### config.mk
export PLATFORM = sky130hd
export DESIGN_NAME = fpga_rst_seq
export DESIGN_NICKNAME = d
export VERILOG_FILES = /design/src/rtl/fpga_rst_seq_pkg.sv /design/src/rtl/fpga_rst_seq_dp.sv /design/src/rtl/fpga_rst_seq_ctrl.sv /design/src/rtl/fpga_rst_seq.sv
export SDC_FILE = /design/constraint.sdc
export NUM_CORES = 1
export LEC_CHECK = 0
export ABC_AREA = 1
export CAP_MARGIN = 10
export CORE_MARGIN = 2
export CORE_UTILIZATION = 30
export CTS_CLUSTER_SIZE = 16
export DETAILED_ROUTE_END_ITERATION = 10
export PLACE_DENSITY = 0.68
export REMOVE_ABC_BUFFERS = 1
export SYNTH_ARGS = -nofsm -noshare
export SYNTH_HDL_FRONTEND = slang
export SYNTH_SLANG_ARGS = --single-unit
### constraint.sdc
create_clock -name clk -period 3.6 [get_ports clk]
set_clock_uncertainty 0.05 [all_clocks]
set_input_delay 0.54 -clock clk [delete_from_list [all_inputs] [get_ports clk]]
set_output_delay 0.54 -clock clk [all_outputs]
set_load 0.01 [all_outputs]
### src/rtl/fpga_rst_seq_pkg.sv
package fpga_rst_seq_pkg;

  typedef enum logic [1:0] {
    ST_IDLE      = 2'd0,
    ST_SOFT_ONLY = 2'd1,
    ST_SOFT_LEAD = 2'd2,
    ST_BOTH      = 2'd3
  } seqState_t;

  // control -> datapath strobes
  typedef struct packed {
    logic loadLead;
    logic loadHold;
  } cntStrobe_t;

  // datapath -> control decoded start requests
  typedef struct packed {
    logic full;
    logic softOnly;
  } startReq_t;

endpackage

### src/rtl/fpga_rst_seq_dp.sv
module fpga_rst_seq_dp
  import fpga_rst_seq_pkg::*;
#(
  parameter int KEY_W       = 16,
  parameter logic [KEY_W-1:0] HARD_KEY = 16'hB007,
  parameter logic [KEY_W-1:0] SOFT_KEY = 16'h50F7,
  parameter int SYNC_STAGES = 2,
  parameter int CNT_W       = 10,
  parameter int LEAD_LOAD   = 99,
  parameter int HOLD_LOAD   = 749
) (
  input  logic               clk,
  input  logic               rst_n,
  input  logic               extSoftReqN,
  input  logic               extHardReqN,
  input  logic               regWrEn,
  input  logic [2*KEY_W-1:0] regWrData,
  input  cntStrobe_t         strobe,
  output startReq_t          req,
  output logic               cntDone
);

  localparam int REG_W = 2 * KEY_W;

  // Pin synchronizers: index 0 = soft pin, 1 = hard pin
  logic [1:0] pinRaw;
  logic [1:0] pinSync;
  assign pinRaw = {extHardReqN, extSoftReqN};

  for (genvar p = 0; p < 2; p++) begin : g_sync
    logic [SYNC_STAGES-1:0] chain;
    always_ff @(posedge clk or negedge rst_n) begin
      if (!rst_n) chain <= '1;
      else if (SYNC_STAGES == 1) chain <= pinRaw[p];
      else chain <= {chain[SYNC_STAGES-2:0], pinRaw[p]};
    end
    assign pinSync[p] = chain[SYNC_STAGES-1];
  end

  // Key decode
  logic hardKeyOk;
  logic softKeyOk;
  assign hardKeyOk = (regWrData[REG_W-1:KEY_W] == HARD_KEY);
  assign softKeyOk = (regWrData[KEY_W-1:0] == SOFT_KEY);

  logic wrFull;
  logic wrSoft;
  assign wrFull = regWrEn && hardKeyOk && softKeyOk;
  assign wrSoft = regWrEn && softKeyOk && !hardKeyOk;

  always_comb begin
    req.full     = !pinSync[1] || wrFull;
    req.softOnly = !req.full && (!pinSync[0] || wrSoft);
  end

  // Interval counter
  logic [CNT_W-1:0] cnt;
  always_ff @(posedge clk or negedge rst_n) begin
    if (!rst_n) cnt <= '0;
    else if (strobe.loadLead) cnt <= CNT_W'(LEAD_LOAD);
    else if (strobe.loadHold) cnt <= CNT_W'(HOLD_LOAD);
    else if (cnt != '0) cnt <= cnt - 1'b1;
  end
  assign cntDone = (cnt == '0);

endmodule

### src/rtl/fpga_rst_seq_ctrl.sv
module fpga_rst_seq_ctrl
  import fpga_rst_seq_pkg::*;
(
  input  logic       clk,
  input  logic       rst_n,
  input  startReq_t  req,
  input  logic       cntDone,
  output cntStrobe_t strobe,
  output logic       softRstN,
  output logic       hardRstN,
  output logic       busy
);

  seqState_t state;
  seqState_t stateNext;

  always_comb begin
    stateNext       = state;
    strobe.loadLead = 1'b0;
    strobe.loadHold = 1'b0;
    unique case (state)
      ST_IDLE: begin
        if (req.full) begin
          stateNext       = ST_SOFT_LEAD;
          strobe.loadLead = 1'b1;
        end else if (req.softOnly) begin
          stateNext       = ST_SOFT_ONLY;
          strobe.loadLead = 1'b1;
        end
      end
      ST_SOFT_LEAD: begin
        if (cntDone) begin
          stateNext       = ST_BOTH;
          strobe.loadHold = 1'b1;
        end
      end
      ST_BOTH:      if (cntDone) stateNext = ST_IDLE;
      ST_SOFT_ONLY: if (cntDone) stateNext = ST_IDLE;
      default:      stateNext = ST_IDLE;
    endcase
  end

  always_ff @(posedge clk or negedge rst_n) begin
    if (!rst_n) begin
      state    <= ST_IDLE;
      softRstN <= 1'b1;
      hardRstN <= 1'b1;
      busy     <= 1'b0;
    end else begin
      state    <= stateNext;
      softRstN <= (stateNext == ST_IDLE);
      hardRstN <= (stateNext != ST_BOTH);
      busy     <= (stateNext != ST_IDLE);
    end
  end

endmodule

### src/rtl/fpga_rst_seq.sv
module fpga_rst_seq
  import fpga_rst_seq_pkg::*;
#(
  parameter int CLK_HZ      = 250_000_000,
  parameter int HOLD_NS     = 3000,
  parameter int LEAD_CYCLES = 100,
  parameter int SYNC_STAGES = 2,
  parameter int KEY_W       = 16,
  parameter logic [KEY_W-1:0] HARD_KEY = 16'hB007,
  parameter logic [KEY_W-1:0] SOFT_KEY = 16'h50F7
) (
  input  logic               clk,
  input  logic               rst_n,
  input  logic               extSoftReqN,
  input  logic               extHardReqN,
  input  logic               regWrEn,
  input  logic [2*KEY_W-1:0] regWrData,
  output logic               softRstN,
  output logic               hardRstN,
  output logic               busy
);

  localparam longint unsigned HOLD_PROD = longint'(HOLD_NS) * longint'(CLK_HZ);
  localparam int HOLD_RAW    = int'((HOLD_PROD + 64'd999_999_999) / 64'd1_000_000_000);
  localparam int HOLD_CYCLES = (HOLD_RAW < 1) ? 1 : HOLD_RAW;
  localparam int MAX_CYCLES  = (HOLD_CYCLES > LEAD_CYCLES) ? HOLD_CYCLES : LEAD_CYCLES;
  localparam int CNT_W       = $clog2(MAX_CYCLES + 1);

  cntStrobe_t strobe;
  startReq_t  req;
  logic       cntDone;

  fpga_rst_seq_dp #(
    .KEY_W      (KEY_W),
    .HARD_KEY   (HARD_KEY),
    .SOFT_KEY   (SOFT_KEY),
    .SYNC_STAGES(SYNC_STAGES),
    .CNT_W      (CNT_W),
    .LEAD_LOAD  (LEAD_CYCLES - 1),
    .HOLD_LOAD  (HOLD_CYCLES - 1)
  ) dp_i (
    .clk        (clk),
    .rst_n      (rst_n),
    .extSoftReqN(extSoftReqN),
    .extHardReqN(extHardReqN),
    .regWrEn    (regWrEn),
    .regWrData  (regWrData),
    .strobe     (strobe),
    .req        (req),
    .cntDone    (cntDone)
  );

  fpga_rst_seq_ctrl ctrl_i (
    .clk     (clk),
    .rst_n   (rst_n),
    .req     (req),
    .cntDone (cntDone),
    .strobe  (strobe),
    .softRstN(softRstN),
    .hardRstN(hardRstN),
    .busy    (busy)
  );

endmodule

# Yosys cells after proc, flatten, opt, wreduce, memory -nomap -nowiden
# Cells that the tools add are included.
[totals] ff_bits=19 input_bits=37 out_inout_bits=3 wordCells=45
[classes] n_addsub=1 n_eq_ne=6 muxes=13 n_reduce_logical=18
[ops] op="$mux W10" count=3
[ops] op="$eq A16 B15 Y1 const B" count=1
[ops] op="$eq A16 B16 Y1 const B" count=1
[ops] op="$logic_not A10 Y1" count=1
[ops] op="$reduce_bool A10 Y1" count=1
[ops] op="$sub A10 B1 Y10 const B" count=1
[ops] op="$mux W2" count=4
[ops] op="$pmux W2 S3" count=1
[ops] op="$logic_and A1 B1 Y1" count=5
[ops] op="$mux W1" count=5
[ops] op="$eq A2 B2 Y1 const B" count=2
[ops] op="$logic_not A1 Y1" count=4
[ops] op="$logic_not A2 Y1" count=2
[ops] op="$reduce_bool A3 Y1" count=1
[ops] op="$eq A2 B1 Y1 const B" count=1
[ops] op="$logic_or A1 B1 Y1" count=2
[ops] op="$ne A2 B2 Y1 const B" count=1
[ops] op="$reduce_bool A2 Y1" count=1
[ops] op="$reduce_or A2 Y1" count=1

# Logic depth before layout (Yosys ltp)
[logic_depth] word_depth=10 mapped_depth=11 depth_no_buf=11

# Hierarchy
# From an unflattened synthesis, not the netlist that was laid out.
[hier_totals] cells_unflattened=151 hier_area_um2=1111.1
[modules_own_cells] mod="fpga_rst_seq_dp" n_inst=1 cells_each=121 area_each_um2=869.6 seq_area_each_um2=355.3
[modules_own_cells] mod="fpga_rst_seq_ctrl" n_inst=1 cells_each=30 area_each_um2=241.5 seq_area_each_um2=127.6

# Worst setup path before layout
# OpenSTA, ideal clock, no wires.
[synth_path] path_type="register -> register" startpoint="reg dp_i.cnt[0]" endpoint="reg ctrl_i.busy" setup_time_ns=0.126 arrival_time_ns=1.295 required_time_ns=3.424 setup_slack_ns=2.128 stages_incl_launch_ff=10 path_buffers=0 synth_period_minus_slack_ns=1.472 cell_sequence="dfrtp_1 -> inv_1 -> ha_1 -> nand2_4 -> nor2_8 -> nand4_4 -> nand2_1 -> nand2_2 -> clkinv_1 -> nand3_1"
[synth_via] elab_chain_len=4 word_cells_on_any_way=5 classes_between="mux (3); reduce/logical (2)"
[synth_lines] element="start, declared" line="fpga_rst_seq_dp.sv:57" rtl="logic [CNT_W-1:0] cnt;"
[synth_lines] element="start signal, assigned" line="fpga_rst_seq_dp.sv:60" rtl="else if (strobe.loadLead) cnt <= CNT_W'(LEAD_LOAD);"
[synth_lines] element="start signal, assigned" line="fpga_rst_seq_dp.sv:61" rtl="else if (strobe.loadHold) cnt <= CNT_W'(HOLD_LOAD);"
[synth_lines] element="start signal, assigned" line="fpga_rst_seq_dp.sv:62" rtl="else if (cnt != '0) cnt <= cnt - 1'b1;"
[synth_lines] element="$logic_not A10 Y1 (*)" line="fpga_rst_seq_dp.sv:64" rtl="assign cntDone = (cnt == '0);"
[synth_lines] element="$mux W2, on equally long branches" line="fpga_rst_seq_ctrl.sv:37, fpga_rst_seq_ctrl.sv:38, fpga_rst_seq_ctrl.sv:32"
[synth_lines] element="$pmux W2 S3 (*)" line="fpga_rst_seq_ctrl.sv:21" rtl="unique case (state)"
[synth_lines] element="via ctrl_i.stateNext[1]" line="fpga_rst_seq_ctrl.sv:15" rtl="seqState_t stateNext;"
[synth_lines] element="$reduce_bool A2 Y1 (*)" line="fpga_rst_seq_ctrl.sv:53" rtl="busy <= (stateNext != ST_IDLE);"
[synth_lines] element="end signal, assigned" line="fpga_rst_seq_ctrl.sv:53"
[synth_lines] element="end, declared" line="fpga_rst_seq_ctrl.sv:11" rtl="output logic busy"
# Mark *: on every way through the listed nets, which the timed path passes. The rest lies on a longest branch.
# A chain may end at the register's enable or synchronous reset.

# Final worst setup path
[layout_path] startpoint="reg ctrl_i.hardRstN" endpoint="out hardRstN"
[layout_lines] element="start, declared" line="fpga_rst_seq_ctrl.sv:10" rtl="output logic hardRstN,"
[layout_lines] element="start signal, assigned" line="fpga_rst_seq_ctrl.sv:52" rtl="hardRstN <= (stateNext != ST_BOTH);"
[layout_lines] element="end, declared" line="fpga_rst_seq.sv:19" rtl="output logic hardRstN,"
# No word-level cell between the ends.

==> impl_metrics.toml <==
[clock_tree]
clk_pin_slew_worst_paths_ns = 0.07
cts_tree = "built"
root_buffer = "clkbuf_8"
htreeDepth = 1
clock_path_buffers = 2
cts_hold_buf = 0
cts.sinks = 19
postCtsResizedCells = 0
cts_setup_buffers = 0
clk_latency_ns = 0.26
numCtsBuffers = 3

[pwr]
seqPwrFrac_pct = 52.4
p_sw_w = 0.0000841
switching_share_pct = 20.2
p_int_w = 0.000332
cellPowerDensity_mw_per_mm2 = 258
power_leakage_nw = 0.804
p_comb_share_pct = 12.2
peakVddDrop_uv = 215
clkPwrFrac_pct = 35.3

[floorplan]
start_util_pct = 31.0
row_count = 22
io_pins = 40
dieHeight_um = 65.0
die_area_sq_mm = 0.00422
core_area_sq_mm = 0.00361
fp.dieW_um = 65.0

[route]
first_pass_iters = 4
vias = 973
detail_route.wl_per_cell_um = 9.51
viasPerCell = 4.16
postRouteAntennaNets = 0
routed_wl_mm = 2.23
drtIter0Drc = 30
drc_errors = 0

[yosys]
synth_edf_count = 0
async_flop_share_pct = 100
syn_avg_cell_area_sq_um = 7.80
synthCells = 143
synth_flop_cell = "dfrtp_1"
synth_cell_types = 27
synth.most_common_cell = "nand2_1"
yosysTopAreaCell = "dfrtp_1"
ys_seq_area_share_pct = 43.3
synth-seq-cells = 19
synth_top_cells_by_area = "dfrtp_1, dfstp_2, nand2_1"
synth.top_cell.area_share_pct = 29.1
netlist_area_sq_mm = 0.00112
synthTopCellsByCount = "nand2_1, inv_1, nor2_1"
yosysWarningCount = 0

[timing]
finalCriticalPeriod_ns = 1.89
drv_slew = 0
finalSetupViolations = 0
tns_ns = 0
fin_ws_ns = 1.71
relSlewSlack_pct = 46.2
rsz0062_at_grt = "no"
max_freq_mhz = 529
period_share_pct = 52.6
worst_pin_slew_ns = 0.805
final-hold-violation-count = 0

[setup_path]
crit_chain = "clkdlybuf4s50_1"
path_depth = 1
cp_top_family = "flip-flops"
slowest_stage = "dfstp_2"
r2r_slack_ns = 1.97
r2r_cells = 9
max_stage_delay_ns = 0.52
crit_buf_inv = 1
path_max_fanout = 1
crit_arrival_ns = 1.30
r2r_start = "dp_i.cnt[0]"
end_kind = "output pin"
r2r_end = "ctrl_i.busy"
start_kind = "register"
crit_type = "reg -> out"
critPathRequiredTime_ns = 3.01

[global_routing]
antenna_found_initial = 0
track_usage_pct = 12.4
grt_max_degree = 20
grt_pass1_vias = 938
grt_overflow_total = 0
grt_pass1_wl_mm = 4.01

[finish]
fin_nets = 225
syn_to_final_growth_pct = 44.5
nFillCells = 353
n_antenna_cell = 0
postLayoutCellArea_sq_mm = 0.00161
drive_gt1_share_pct = 14.0

[placement]
gp_congestion = 0.743
port-buffer-count = 39
dp_slack_ns = 1.50
dpl.hpwl_mm = 1.88
place_area_sq_mm = 0.00157

[min_path]
worstHoldEndpoint = "dp_i.g_sync[0].chain[1]"
min_from = "dp_i.g_sync[0].chain[0]"
whs_path_depth = 0
hold_path.class = "reg -> reg"

[outcome]
status = "finished clean"

[run]
maxCapViolations = 0
area by class of cell:
| cell class | instances | area (sq um) | area share, % |
|---|---|---|---|
| inverters | 24 | 90.1 | 5.59 |
| clock inverters | 1 | 5.00 | 0.310 |
| repair buffers | 39 | 390 | 24.2 |
| flip-flops and latches | 19 | 483 | 29.9 |
| multi-input cells | 100 | 543 | 33.7 |
| well taps | 48 | 60.1 | 3.72 |
| clock buffers | 3 | 41.3 | 2.56 |
metal layers:
metal	vias to the layer above	wire, um	track usage [%]
met5	-	0	0
met4	0	40	5.59
met3	5	43	2.08
met2	8	1130	21.8
met1	435	1010	14.9
li1	525	-	-
state kept, by name, summed over array words and instances (netlist names):
signal and cells:
ctrl_i.hardRstN 1, ctrl_i.busy 1, dp_i.g_sync.chain 4, dp_i.cnt 10
ctrl_i.softRstN 1, ctrl_i.state 2
power by group through the flow:
stage	clock, W	combinational, W	sequential (W)
global route	0.000161	0.0000573	0.000218
CTS	0.000151	0.0000519	0.000218
floorplan	0	0.00000837	0.000222
finish	0.000147	0.0000509	0.000218
global placement	0	0.0000511	0.000222
detailed placement	0	0.0000519	0.000222
worst max-delay path by stage:
stage                    startpoint           to
floorplan               dp_i.cnt[0]  ctrl_i.busy
global placement       regWrData[0]  dp_i.cnt[1]
detailed placement          regWrEn  dp_i.cnt[6]
CTS                 ctrl_i.hardRstN     hardRstN
global route           regWrData[5]  dp_i.cnt[0]
finish              ctrl_i.hardRstN     hardRstN
placed cells by master, fill, tap and decap left out, drive strengths merged:
| cell | instances |
|---|---|
| a21oi | 4 |
| and2 | 1 |
| clkbuf | 3 |
| clkdlybuf4s50 | 39 |
| clkinv | 2 |
| dfrtp | 13 |
| dfstp | 6 |
| ha | 1 |
| inv | 23 |
| nand2 | 44 |
| nand3 | 8 |
| nand3b | 1 |
| nand4 | 3 |
| nor2 | 26 |
| nor3 | 2 |
| o211ai | 1 |
| o21ai | 4 |
| o22ai | 1 |
| or2 | 2 |
| xor2 | 2 |
logic make-up after synthesis:
kind of cell	count (synthesis)	synth area share [%]
buffers and inverters	24	8.07
XOR/XNOR	2	1.57
AO/OA/AOI/OAI	10	5.16
adder cells (fa/ha/maj)	1	1.12
flip-flops	19	43.3
AND/OR/NAND/NOR	87	40.8
through the flow:
step / hold WS (ns) / total power [W] / instances / utilization (%)
after detailed placement: 0.298 / 0.000274 / 230 / 43.4
after CTS: 0.308 / 0.000422 / 234 / 44.7
after floorplan: 0.194 / 0.000230 / 143 / -
after global placement: 0.295 / 0.000273 / 230 / 43.4
final: 0.307 / 0.000416 / 234 / 44.7
after global routing: 0.310 / 0.000437 / 234 / 44.7
Note: power is estimated with default switching activity, not from simulation.
